`config.mk`:
```
export PLATFORM = sky130hd
export DESIGN_NAME = clkdiv_top
export DESIGN_NICKNAME = d
export VERILOG_FILES = /design/src/rtl/clkdiv_pkg.sv /design/src/rtl/clkdiv_ctrl.sv /design/src/rtl/clkdiv_dp.sv /design/src/rtl/clkdiv_outmux.sv /design/src/rtl/clkdiv_top.sv
export SDC_FILE = /design/constraint.sdc
export NUM_CORES = 1
export LEC_CHECK = 0
export BUFFER_PORTS_ARGS = -buffer_cell sky130_fd_sc_hd__buf_2
export CORE_MARGIN = 4
export CORE_UTILIZATION = 25
export DETAILED_ROUTE_END_ITERATION = 12
export GPL_ROUTABILITY_DRIVEN = 0
export PLACE_DENSITY = 0.48
export SYNTH_ARGS = -nofsm -noshare
export SYNTH_HDL_FRONTEND = slang
export SYNTH_HIERARCHICAL = 1
export SYNTH_SLANG_ARGS = --single-unit
export TNS_END_PERCENT = 100
```
`constraint.sdc`:
```
create_clock -name clkIn -period 3.85 [get_ports clkIn]
set_input_delay 0.77 -clock clkIn [delete_from_list [all_inputs] [get_ports clkIn]]
set_output_delay 0.77 -clock clkIn [all_outputs]
set_load 0.1 [all_outputs]
```
`src/rtl/clkdiv_pkg.sv`:
```
package clkdiv_pkg;
  localparam int CODE_W = 4;
  localparam int DATA_W = 8;
  localparam int RST_POS = 7;

  // control to datapath: reload strobe and the ratio code to take
  typedef struct packed {
    logic              load;
    logic [CODE_W-1:0] code;
  } ctlStb_t;
endpackage

```
`src/rtl/clkdiv_ctrl.sv`:
```
module clkdiv_ctrl
  import clkdiv_pkg::*;
#(
  parameter int DataW  = DATA_W,
  parameter int CodeW  = CODE_W,
  parameter int RstPos = RST_POS
) (
  input  logic             clkIn,
  input  logic             rstN,
  input  logic             cfgWr,
  input  logic [DataW-1:0] cfgWdata,
  output logic [DataW-1:0] cfgRdata,
  output ctlStb_t          stb
);
  logic [CodeW-1:0] codeQ;
  logic             rstBitQ;
  logic             wrRst;
  logic             wrRun;

  assign wrRst = cfgWr & cfgWdata[RstPos];
  assign wrRun = cfgWr & ~cfgWdata[RstPos];

  always_ff @(posedge clkIn or negedge rstN) begin
    if (!rstN) begin
      codeQ   <= '0;
      rstBitQ <= 1'b0;
    end else if (wrRst) begin
      codeQ   <= '0;
      rstBitQ <= 1'b1;
    end else if (wrRun) begin
      codeQ   <= cfgWdata[CodeW-1:0];
      rstBitQ <= 1'b0;
    end
  end

  // divider reloads while the local reset is held, and on the edge that
  // either sets it or releases it
  always_comb begin
    stb.load = rstBitQ | wrRst;
    stb.code = (rstBitQ && wrRun) ? cfgWdata[CodeW-1:0] : '0;
  end

  always_comb begin
    cfgRdata              = '0;
    cfgRdata[CodeW-1:0]   = codeQ;
    cfgRdata[RstPos]      = rstBitQ;
  end
endmodule

```
`src/rtl/clkdiv_dp.sv`:
```
module clkdiv_dp
  import clkdiv_pkg::*;
#(
  parameter int CodeW = CODE_W
) (
  input  logic    clkIn,
  input  logic    rstN,
  input  ctlStb_t stb,
  output logic    divQ,
  output logic    regenClk,
  output logic    bypassSel,
  output logic    unitSel
);
  localparam int FoldW = CodeW - 1;
  localparam int MaxRatio = 1 << FoldW;

  logic [CodeW-1:0] runCode;
  logic [FoldW-1:0] cnt;
  logic [FoldW-1:0] nextCnt;
  logic [FoldW-1:0] lastIdx;
  logic [CodeW-1:0] hiCnt;
  logic [CodeW-1:0] ratio;
  logic             posT;
  logic             negT;

  // fold the code modulo MaxRatio; a folded zero means the largest ratio
  function automatic logic [CodeW-1:0] foldRatio(input logic [CodeW-1:0] c);
    logic [FoldW-1:0] f;
    f = c[FoldW-1:0];
    return (f == '0) ? CodeW'(MaxRatio) : CodeW'(f);
  endfunction

  always_comb begin
    ratio   = foldRatio(runCode);
    lastIdx = FoldW'(ratio - 1'b1);
    hiCnt   = (ratio + 1'b1) >> 1;
    nextCnt = (cnt == lastIdx) ? '0 : cnt + 1'b1;
  end

  always_ff @(posedge clkIn or negedge rstN) begin
    if (!rstN) begin
      runCode <= '0;
      cnt     <= '0;
      divQ    <= 1'b0;
      posT    <= 1'b0;
    end else if (stb.load) begin
      runCode <= stb.code;
      cnt     <= FoldW'(foldRatio(stb.code) - 1'b1);
      divQ    <= 1'b0;
      posT    <= 1'b0;
    end else begin
      cnt     <= nextCnt;
      divQ    <= (CodeW'(nextCnt) < hiCnt);
      posT    <= ~posT;
    end
  end

  // falling-edge follower: posT ^ negT is high from rise to fall of clkIn
  always_ff @(negedge clkIn or negedge rstN) begin
    if (!rstN) negT <= 1'b0;
    else       negT <= posT;
  end

  assign regenClk  = posT ^ negT;
  assign bypassSel = (runCode == '0);
  assign unitSel   = (ratio == CodeW'(1));
endmodule

```
`src/rtl/clkdiv_outmux.sv`:
```
module clkdiv_outmux (
  input  logic clkIn,
  input  logic divQ,
  input  logic regenClk,
  input  logic bypassSel,
  input  logic unitSel,
  output logic clkOut
);
  always_comb begin
    if (bypassSel)    clkOut = clkIn;
    else if (unitSel) clkOut = regenClk;
    else              clkOut = divQ;
  end
endmodule

```
`src/rtl/clkdiv_top.sv`:
```
module clkdiv_top
  import clkdiv_pkg::*;
#(
  parameter int DataW  = DATA_W,
  parameter int CodeW  = CODE_W,
  parameter int RstPos = RST_POS
) (
  input  logic             clkIn,
  input  logic             gRstN,
  input  logic             gRstEn,
  input  logic             cfgWr,
  input  logic [DataW-1:0] cfgWdata,
  output logic             clkOut,
  output logic [DataW-1:0] cfgRdata
);
  logic    rstN;
  ctlStb_t stb;
  logic    divQ;
  logic    regenClk;
  logic    bypassSel;
  logic    unitSel;

  assign rstN = gRstN | ~gRstEn;

  clkdiv_ctrl #(.DataW(DataW), .CodeW(CodeW), .RstPos(RstPos)) uCtrl (
    .clkIn(clkIn), .rstN(rstN), .cfgWr(cfgWr), .cfgWdata(cfgWdata),
    .cfgRdata(cfgRdata), .stb(stb)
  );

  clkdiv_dp #(.CodeW(CodeW)) uDp (
    .clkIn(clkIn), .rstN(rstN), .stb(stb), .divQ(divQ),
    .regenClk(regenClk), .bypassSel(bypassSel), .unitSel(unitSel)
  );

  clkdiv_outmux uMux (
    .clkIn(clkIn), .divQ(divQ), .regenClk(regenClk),
    .bypassSel(bypassSel), .unitSel(unitSel), .clkOut(clkOut)
  );
endmodule

```
==> run summary, run 1 <==
GRT
- 16 — largest net degree at the start of global routing
- 0.0953 — Total Routing Usage GR
- 0 — number of antenna violations at the first check in global routing
- 2990 µm — global-route wire length before repair
- 0 — aggregate global routing overflow
- 686 — number of global-route vias before repair

Synthesis
- 0.378 — area fraction of the dominant cell type after synthesis
- 0.405 — sequential element share of the synthesized area
- dfrtp_1 — Synth area leader
- 35 — Netlist cell types
- dfrtp_1 (14), ha_1 (8), inv_1 (7) — cell types with the highest counts after synthesis
- 0 — number of synthesized flops with an enable pin
- 1.00 — share of synthesized flip-flops with an asynchronous set or reset
- 6 — number of warnings issued by yosys
- 15 — number of storage elements in the synthesis netlist
- dfrtp_1 — Post-synth top flop
- 10.8 µm² — per-instance average area after synthesis
- dfrtp_1 (38%), ha_1 (11%), a22o_1 (3.8%) — top post-synthesis cells by area
- 926 µm² — cell area after synthesis
- dfrtp_1 — cell with the most instances after synthesis
- 86 — Cells after Synth

Power
- 627 mW/mm² — Power per Cell Area
- 0.714 mW — overall power of the completed layout
- 0.543 nW — P_leak
- 0.154 mV — worst voltage drop across the vdd grid

Run status
- finished, violations left — run status
- setup timing — failing checks

Worst setup path
- 1 — maximum fanout along the worst path
- output pin — Crit. End Element
- register — startpoint class of the critical path
- register to output pin — type of the worst setup path
- 3080 ps — required time of the worst setup path
- 3350 ps — Arr. time, crit path
- 9 — Worst Reg2Reg Path Length in Cells

Drt
- 0 — Detail Route Antenna Nets
- 1840 µm — post-detailed-routing wire length
- 26 — Iter 0 DRT Violations
- 12.3 µm — WL per Instance
- 659 — vias post-DR
- 4.42 — routed via count divided by cell count
- 4 — DR pass1 iterations
- 0 — DRC violations left

Min path
- input pin to asynchronous set/reset pin — path type of the worst min-delay path

Placement
- 14 — number of port buffers
- -40.2 ps — Setup WS pre-CTS
- 1330 µm — half-perimeter wire length after placement
- 142 — Post-Place Cells
- 0.00103 mm² — standard cell area after detailed placement

Die
- 0.00344 mm² — Core Box Area
- 68.9 µm — height of the chip
- 0.00474 mm² — area enclosed by the die boundary
- 68.9 µm — Die Wd
- 21 — Ports
- 21 — row count
- 0.269 — starting density of the core

Finish
- 0.00114 mm² — post-route cell area
- 23.0% — layout overhead on the synthesized area
- 0 — diode insertion count for antenna repair
- 124 — final-stage net count
- 0.340 — share of post-route cells with drive strength above 1
- 0.331 — share of the core filled with cells in the final layout
- 356 — final-layout fill cell count
- 149 — final std cells w/o fill

Timing
- 0.594 — remaining max-slew budget at the tightest pin
- -272 ps — post-route setup slack
- true — setup repair after global routing missed its margin
- 0 — Max Transition Viols Final
- 29.8 ps — worst setup skew after layout
- 432 ps — worst-case hold slack
- 0 — hold violation total from the final report
- 2 — Setup-failing EPs final
- -272 ps — total negative slack for setup checks
- 603 ps — transition time of the tightest slew-check pin

Job
- 0 — max-cap viol count

Clocking
- 0 — post-cts hold buffer count
- 0 — post-CTS setup buffer count
- 380 ps — Worst-Skew Late Latency
- 70 ps — clock-pin slew reported for the worst setup and hold paths after clock tree synthesis
- done — TritonCTS clock tree

==> critical path, cell delays in order (launching register included) <==
cell	delay, ps
dfrtn_1	400
xor2_1	150
mux2i_1	130
o21ai_4	160
buf_12	190
==> final cells by class <==
| type | instances | area (µm²) | area share |
|---|---|---|---|
| Clock buffer | 7 | 103 | 0.0901 |
| Clock inverter | 1 | 7.51 | 0.00659 |
| Inverter | 7 | 26.3 | 0.0231 |
| Multi-Input combinational cell | 59 | 497 | 0.436 |
| Sequential cell | 15 | 375 | 0.330 |
| Tap cell | 46 | 57.6 | 0.0505 |
| Timing Repair Buffer | 14 | 72.6 | 0.0637 |
==> layout by cell type (no fill, tap or decap), types with 2 or more instances in the layout <==
| master | synthesis | layout |
|---|---|---|
| dfrtp_1 | 14 | 14 |
| buf_2 | 0 | 13 |
| ha_1 | 8 | 8 |
| inv_1 | 7 | 7 |
| clkbuf_8 | 0 | 6 |
| and3_1 | 4 | 4 |
| a22o_1 | 4 | 4 |
| xnor2_1 | 4 | 4 |
| o21ai_0 | 4 | 4 |
| nor2_1 | 4 | 4 |
| nand2_1 | 4 | 4 |
| mux2_2 | 3 | 3 |
| conb_1 | 1 | 3 |
| nand2b_1 | 2 | 2 |
==> routing by layer <==
metal	vias to the layer above	global-route usage	wire length (µm)	share of wire
li1	323	-	-	-
met1	319	0.103	835	0.45
met2	11	0.133	860	0.47
met3	6	0.0405	79	0.043
met4	0	0.0998	61	0.033
met5	-	0	0	0
==> cells by family (layout without fill, tap and decap cells) <==
family / after synthesis / in the layout / share of synthesized area
flip-flops: 15 / 15 / 0.405
AND/OR/NAND/NOR: 22 / 22 / 0.149
buffers and inverters: 14 / 29 / 0.0784
multiplexers: 4 / 4 / 0.0473
XOR/XNOR: 6 / 6 / 0.0743
AO/OA/AOI/OAI: 16 / 16 / 0.134
adder cells (fa/ha/maj): 8 / 8 / 0.108
other: 1 / 3 / 0.00405
==> path summary, 6_finish.rpt <==
path | start | end | slack [ps]
max in group asynchronous | gRstN | uDp/negT | 1420
min in group clkIn | uDp/posT | uDp/posT | 480
worst max-delay path | uDp/negT | clkOut | -270
worst min register to register | uDp/posT | uDp/posT | 480
worst max register to register | uDp/runCode[0] | uDp/divQ | 1030
worst min-delay path | gRstEn | uDp/runCode[3] | 430
==> registers in the layout (all words and copies together), names as in the netlist <==
register and count:
uDp/cnt 3, uDp/posT 1, uDp/divQ 1, uCtrl/rstBitQ 1
uCtrl/codeQ 4, uDp/runCode 4, uDp/negT 1
==> where the power goes <==
part           total, mW  switching [mW]  internal [mW]  leakage [nW]
combinational      0.169           0.109         0.0601         0.298
clock              0.351           0.165          0.186        0.0592
sequential         0.194          0.0168          0.177         0.186
total              0.714           0.291          0.423         0.543
==> repair_timing <==
action                                  in CTS  in global routing
pin swaps                                    0                  0
endpoints found under the setup margin       2                  2
hold endpoints to repair                     0                  0
resized for setup                            4                  0
Note: power is estimated with default switching activity, not from simulation.
==> inputs of run 2 (changes only) <==
- BUFFER_PORTS_ARGS: -buffer_cell sky130_fd_sc_hd__buf_2 -> default
- CORE_ASPECT_RATIO: default -> 0.9
- CTS_BUF_LIST: default -> sky130_fd_sc_hd__clkbuf_4 sky130_fd_sc_hd__clkbuf_8
- DONT_BUFFER_PORTS: default -> 1
- PLACE_DENSITY: 0.48 -> 0.43
==> run 2 against run 1 <==
Effect of this change: the flow still finishes with violations (setup timing); sequential share of layout area increased by 2.7 points; via count decreased by 10%; routed wire length decreased by 7.2%; critical endpoint unchanged.
==> run summary, run 2 (synthesis results as in run 1) <==
Worst setup path
- xor2_1, mux2i_1, o21ai_4 — cell-by-cell listing of the critical path, was xor2_1, mux2i_1, o21ai_4, buf_12
- o21ai_4 — Critical-path top delay cell, was dfrtn_1
- register — startpoint class of the critical path, unchanged
- output pin — Crit. End Element, unchanged
- 570 ps — slowest cell delay on critical path, was 400 ps
- 1 — maximum fanout along the worst path, unchanged
- register to output pin — type of the worst setup path, unchanged
- compound AO/OA/AOI/OAI gates — delay-heaviest family, CP, was flip-flops
- 3080 ps — required time of the worst setup path, about the same
- 9 — Worst Reg2Reg Path Length in Cells, unchanged
- 3540 ps — Arr. time, crit path, was 3350 ps
- 3 — number of cells on the critical path, was 4
- 0 — worst path bufs/invs, was 1

Power
- 0.658 mW — overall power of the completed layout, was 0.714 mW
- 0.483 nW — P_leak, was 0.543 nW
- 626 mW/mm² — Power per Cell Area, was 627 mW/mm²
- 0.125 mV — worst voltage drop across the vdd grid, was 0.154 mV

GRT
- 0 — number of antenna violations at the first check in global routing, unchanged
- 2950 µm — global-route wire length before repair, was 2990 µm
- 0.0838 — Total Routing Usage GR, was 0.0953
- 16 — largest net degree at the start of global routing, unchanged
- 0 — aggregate global routing overflow, unchanged
- 638 — number of global-route vias before repair, was 686

Die
- 72.2 µm — Die Wd, was 68.9 µm
- 21 — Ports, unchanged
- 20 — row count, was 21
- 0.00348 mm² — Core Box Area, was 0.00344 mm²
- 0.00474 mm² — area enclosed by the die boundary, about the same
- 0.266 — starting density of the core, was 0.269
- 65.7 µm — height of the chip, was 68.9 µm

Finish
- 110 — final-stage net count, was 124
- 13.5% — layout overhead on the synthesized area, was 23.0%
- dfrtp_1 — most common cell after layout, fill and taps aside, unchanged
- uCtrl/codeQ (4), uDp/runCode (4), uDp/cnt (3) — registers with the highest flip-flop counts, unchanged
- dfrtp_1 (14), ha_1 (8), inv_1 (7), clkbuf_8 (6) — most used cells in the layout excluding fill and tap cells, was dfrtp_1 (14), buf_2 (13), ha_1 (8), inv_1 (7), clkbuf_8 (6)
- 0.236 — share of post-route cells with drive strength above 1, was 0.340
- 0 — diode insertion count for antenna repair, unchanged

Placement
- -51.7 ps — Setup WS pre-CTS, was -40.2 ps
- 0 — number of port buffers, was 14
- 1230 µm — half-perimeter wire length after placement, was 1330 µm

Timing
- true — setup repair after global routing missed its margin, unchanged
- 31.4 ps — worst setup skew after layout, was 29.8 ps
- 0.327 — remaining max-slew budget at the tightest pin, was 0.594
- 0 — hold violation total from the final report, unchanged
- 1010 ps — transition time of the tightest slew-check pin, was 603 ps
- -460 ps — post-route setup slack, was -272 ps
- 2 — Setup-failing EPs final, unchanged
- 0 — Max Transition Viols Final, unchanged

Clocking
- 0 — count of instances resized after the clock tree is built, was 4
- 60 ps — clock-pin slew reported for the worst setup and hold paths after clock tree synthesis, was 70 ps
- done — TritonCTS clock tree, unchanged
- 380 ps — Worst-Skew Late Latency, about the same
- 0 — post-CTS setup buffer count, unchanged
- 0 — post-cts hold buffer count, unchanged

Drt
- 4.44 — routed via count divided by cell count, was 4.42
- 49 — Iter 0 DRT Violations, was 26
- 0 — DRC violations left, unchanged
- 1700 µm — post-detailed-routing wire length, was 1840 µm
- 0 — Detail Route Antenna Nets, unchanged
- 590 — vias post-DR, was 659
- 12.8 µm — WL per Instance, was 12.3 µm
- 2 — DR pass1 iterations, was 4

Run status
- finished, violations left — run status, unchanged
- setup timing — failing checks, unchanged

Job
- 0 — max-cap viol count, unchanged

Min path
- input pin to asynchronous set/reset pin — path type of the worst min-delay path, unchanged

run 2: final cells by class:
class / instances / area [µm²]
tap: 44 / 55.1
clock buffer: 7 / 90.1
timing repair buffer: 1 / 7.51
multi-input combinational: 59 / 497
sequential: 15 / 375
fill: 353 / 2430
inverter: 7 / 26.3
run 2: final timing paths:
path                                 from  slack, ps        to
setup / recovery                 uDp/negT       -460    clkOut
hold / removal                     gRstEn        330  uDp/posT
setup reg to reg           uDp/runCode[0]       1040  uDp/divQ
hold reg to reg                  uDp/posT        490  uDp/posT
max in group asynchronous           gRstN       1510  uDp/negT
min in group clkIn               uDp/posT        490  uDp/posT
run 2: routing by layer:
layer  part of all wire  global-route usage  vias up
met5                  0                   0        -
met4                  0              0.0235        0
met3              0.064              0.0581        0
met2               0.47               0.124       13
met1               0.46              0.0967      281
li1                   -                   -      296
run 2: through the flow:
stage | instances | utilization | instance area, µm² | setup TNS [ps] | hold WS [ps]
3_5_place_dp | 126 | 0.276 | 961 | -51.7 | 481
5_1_grt | 133 | 0.302 | 1050 | -530 | 348
6_report | 133 | 0.302 | 1050 | -460 | 327
3_3_place_gp | 126 | 0.276 | 961 | -45.2 | 472
2_1_floorplan | 88 | - | 945 | -26.6 | 434
4_1_cts | 133 | 0.302 | 1050 | -476 | 332
run 2: report_power, final:
part / total, mW / switching, mW / internal, mW
logic: 0.126 / 0.0716 / 0.0546
clock network: 0.306 / 0.148 / 0.157
registers: 0.226 / 0.0498 / 0.176
total: 0.658 / 0.270 / 0.388
==> inputs of run 3 (changes only) <==
- REMOVE_ABC_BUFFERS: default -> 1
==> run 3 against run 2 <==
Effect of this change: the run still ends with setup timing left; clock-buffer cell count is 1 lower; combinational power hardly changed; clock skew is 2.3 ps lower.
==> run summary, run 3 (synthesis results as in run 1) <==
GRT
- 0 — aggregate global routing overflow, unchanged
- 3060 µm — global-route wire length before repair, was 2950 µm
- 16 — largest net degree at the start of global routing, unchanged
- 0 — number of antenna violations at the first check in global routing, unchanged
- 0.0898 — Total Routing Usage GR, was 0.0838
- 644 — number of global-route vias before repair, was 638

Worst setup path
- register — startpoint class of the critical path, unchanged
- output pin — Crit. End Element, unchanged
- 1 — maximum fanout along the worst path, unchanged
- 3540 ps — Arr. time, crit path, about the same
- register to output pin — type of the worst setup path, unchanged
- 3080 ps — required time of the worst setup path, about the same

Run status
- finished, violations left — run status, unchanged
- setup timing — failing checks, unchanged

Timing
- true — setup repair after global routing missed its margin, unchanged
- 2 — Setup-failing EPs final, unchanged
- -464 ps — total negative slack for setup checks, was -460 ps
- 0.325 — remaining max-slew budget at the tightest pin, was 0.327
- 0 — hold violation total from the final report, unchanged
- 328 ps — worst-case hold slack, was 327 ps
- 29.1 ps — worst setup skew after layout, was 31.4 ps
- -464 ps — post-route setup slack, was -460 ps
- 1010 ps — transition time of the tightest slew-check pin, about the same
- 0 — Max Transition Viols Final, unchanged

Power
- 0.190 mV — worst voltage drop across the vdd grid, was 0.125 mV
- 0.483 nW — P_leak, about the same
- 626 mW/mm² — Power per Cell Area, about the same

Placement
- 126 — Post-Place Cells, unchanged
- 950 µm² — standard cell area after detailed placement, was 961 µm²
- 1300 µm — half-perimeter wire length after placement, was 1230 µm
- 0 — number of port buffers, unchanged

Drt
- 13.4 µm — WL per Instance, was 12.8 µm
- 4.38 — routed via count divided by cell count, was 4.44
- 0 — Detail Route Antenna Nets, unchanged
- 0 — DRC violations left, unchanged
- 1780 µm — post-detailed-routing wire length, was 1700 µm
- 4 — DR pass1 iterations, was 2
- 28 — Iter 0 DRT Violations, was 49
- 582 — vias post-DR, was 590

Min path
- input pin to asynchronous set/reset pin — path type of the worst min-delay path, unchanged

Die
- 0.00474 mm² — area enclosed by the die boundary, unchanged
- 21 — Ports, unchanged
- 65.7 µm — height of the chip, unchanged
- 0.266 — starting density of the core, unchanged
- 20 — row count, unchanged
- 0.00348 mm² — Core Box Area, unchanged
- 72.2 µm — Die Wd, unchanged

Finish
- 368 — final-layout fill cell count, was 353
- 0.301 — share of the core filled with cells in the final layout, was 0.302
- 0.00105 mm² — post-route cell area, about the same
- 110 — final-stage net count, unchanged
- dfrtp_1 — most common cell after layout, fill and taps aside, unchanged
- dfrtp_1 (14), ha_1 (8), inv_1 (7), clkbuf_8 (6) — most used cells in the layout excluding fill and tap cells, unchanged
- 133 — final std cells w/o fill, unchanged
- 0 — diode insertion count for antenna repair, unchanged
- 13.2% — layout overhead on the synthesized area, was 13.5%
- uCtrl/codeQ (4), uDp/runCode (4), uDp/cnt (3) — registers with the highest flip-flop counts, unchanged
- 0.236 — share of post-route cells with drive strength above 1, unchanged

Clocking
- done — TritonCTS clock tree, unchanged
- 60 ps — clock-pin slew reported for the worst setup and hold paths after clock tree synthesis, about the same
- 380 ps — Worst-Skew Late Latency, about the same
- 0 — post-CTS setup buffer count, unchanged

Job
- 0 — max-cap viol count, unchanged

## run 3: area by class of cell
class                   instances  area (µm²)  share of cell area
clock buffers                   6        82.6              0.0788
inverters                       7        26.3              0.0251
well taps                      44        55.1              0.0525
flip-flops and latches         15         375               0.358
repair buffers                  1        7.51             0.00716
multi-input cells              59         497               0.474
clock inverters                 1        5.00             0.00477
## run 3: where the power goes
group	switching, mW	internal, mW
combinational	0.0735	0.0548
sequential	0.0503	0.176
clock	0.153	0.149
total	0.276	0.380
## run 3: repair_timing
action,CTS,global route
endpoints found under the setup margin,2,2
gates resized for setup,2,0
cloned,0,0
hold buffers,0,0
## run 3: routing by layer
layer / vias to the layer above / GRT usage / part of all wire
met5: - / 0 / 0
li1: 297 / - / -
met3: 4 / 0.0673 / 0.064
met1: 266 / 0.108 / 0.48
met2: 15 / 0.117 / 0.44
met4: 0 / 0.0399 / 0.013
## run 3: per-stage QoR
step | setup slack (ps) | total power, mW
2_1_floorplan | -788 | 0.410
3_3_place_gp | -807 | 0.432
3_5_place_dp | -833 | 0.435
4_1_cts | -488 | 0.665
5_1_grt | -550 | 0.695
6_report | -464 | 0.656
## run 3: worst paths after layout
kind	depth (start not counted)	end	startpoint	slack, ps
hold reg to reg	1	uDp/posT	uDp/posT	490
min in group clkIn	1	uDp/posT	uDp/posT	490
hold / removal	2	uCtrl/codeQ[3]	gRstEn	330
setup reg to reg	9	uDp/divQ	uDp/runCode[0]	1000
setup / recovery	3	clkOut	uDp/negT	-460
max in group asynchronous	2	uDp/negT	gRstN	1500
## run 3: worst max-delay path, stage by stage (launching register included)
cell and delay, ps:
dfrtn_1 400, xor2_1 140, mux2i_1 120, o21ai_4 570
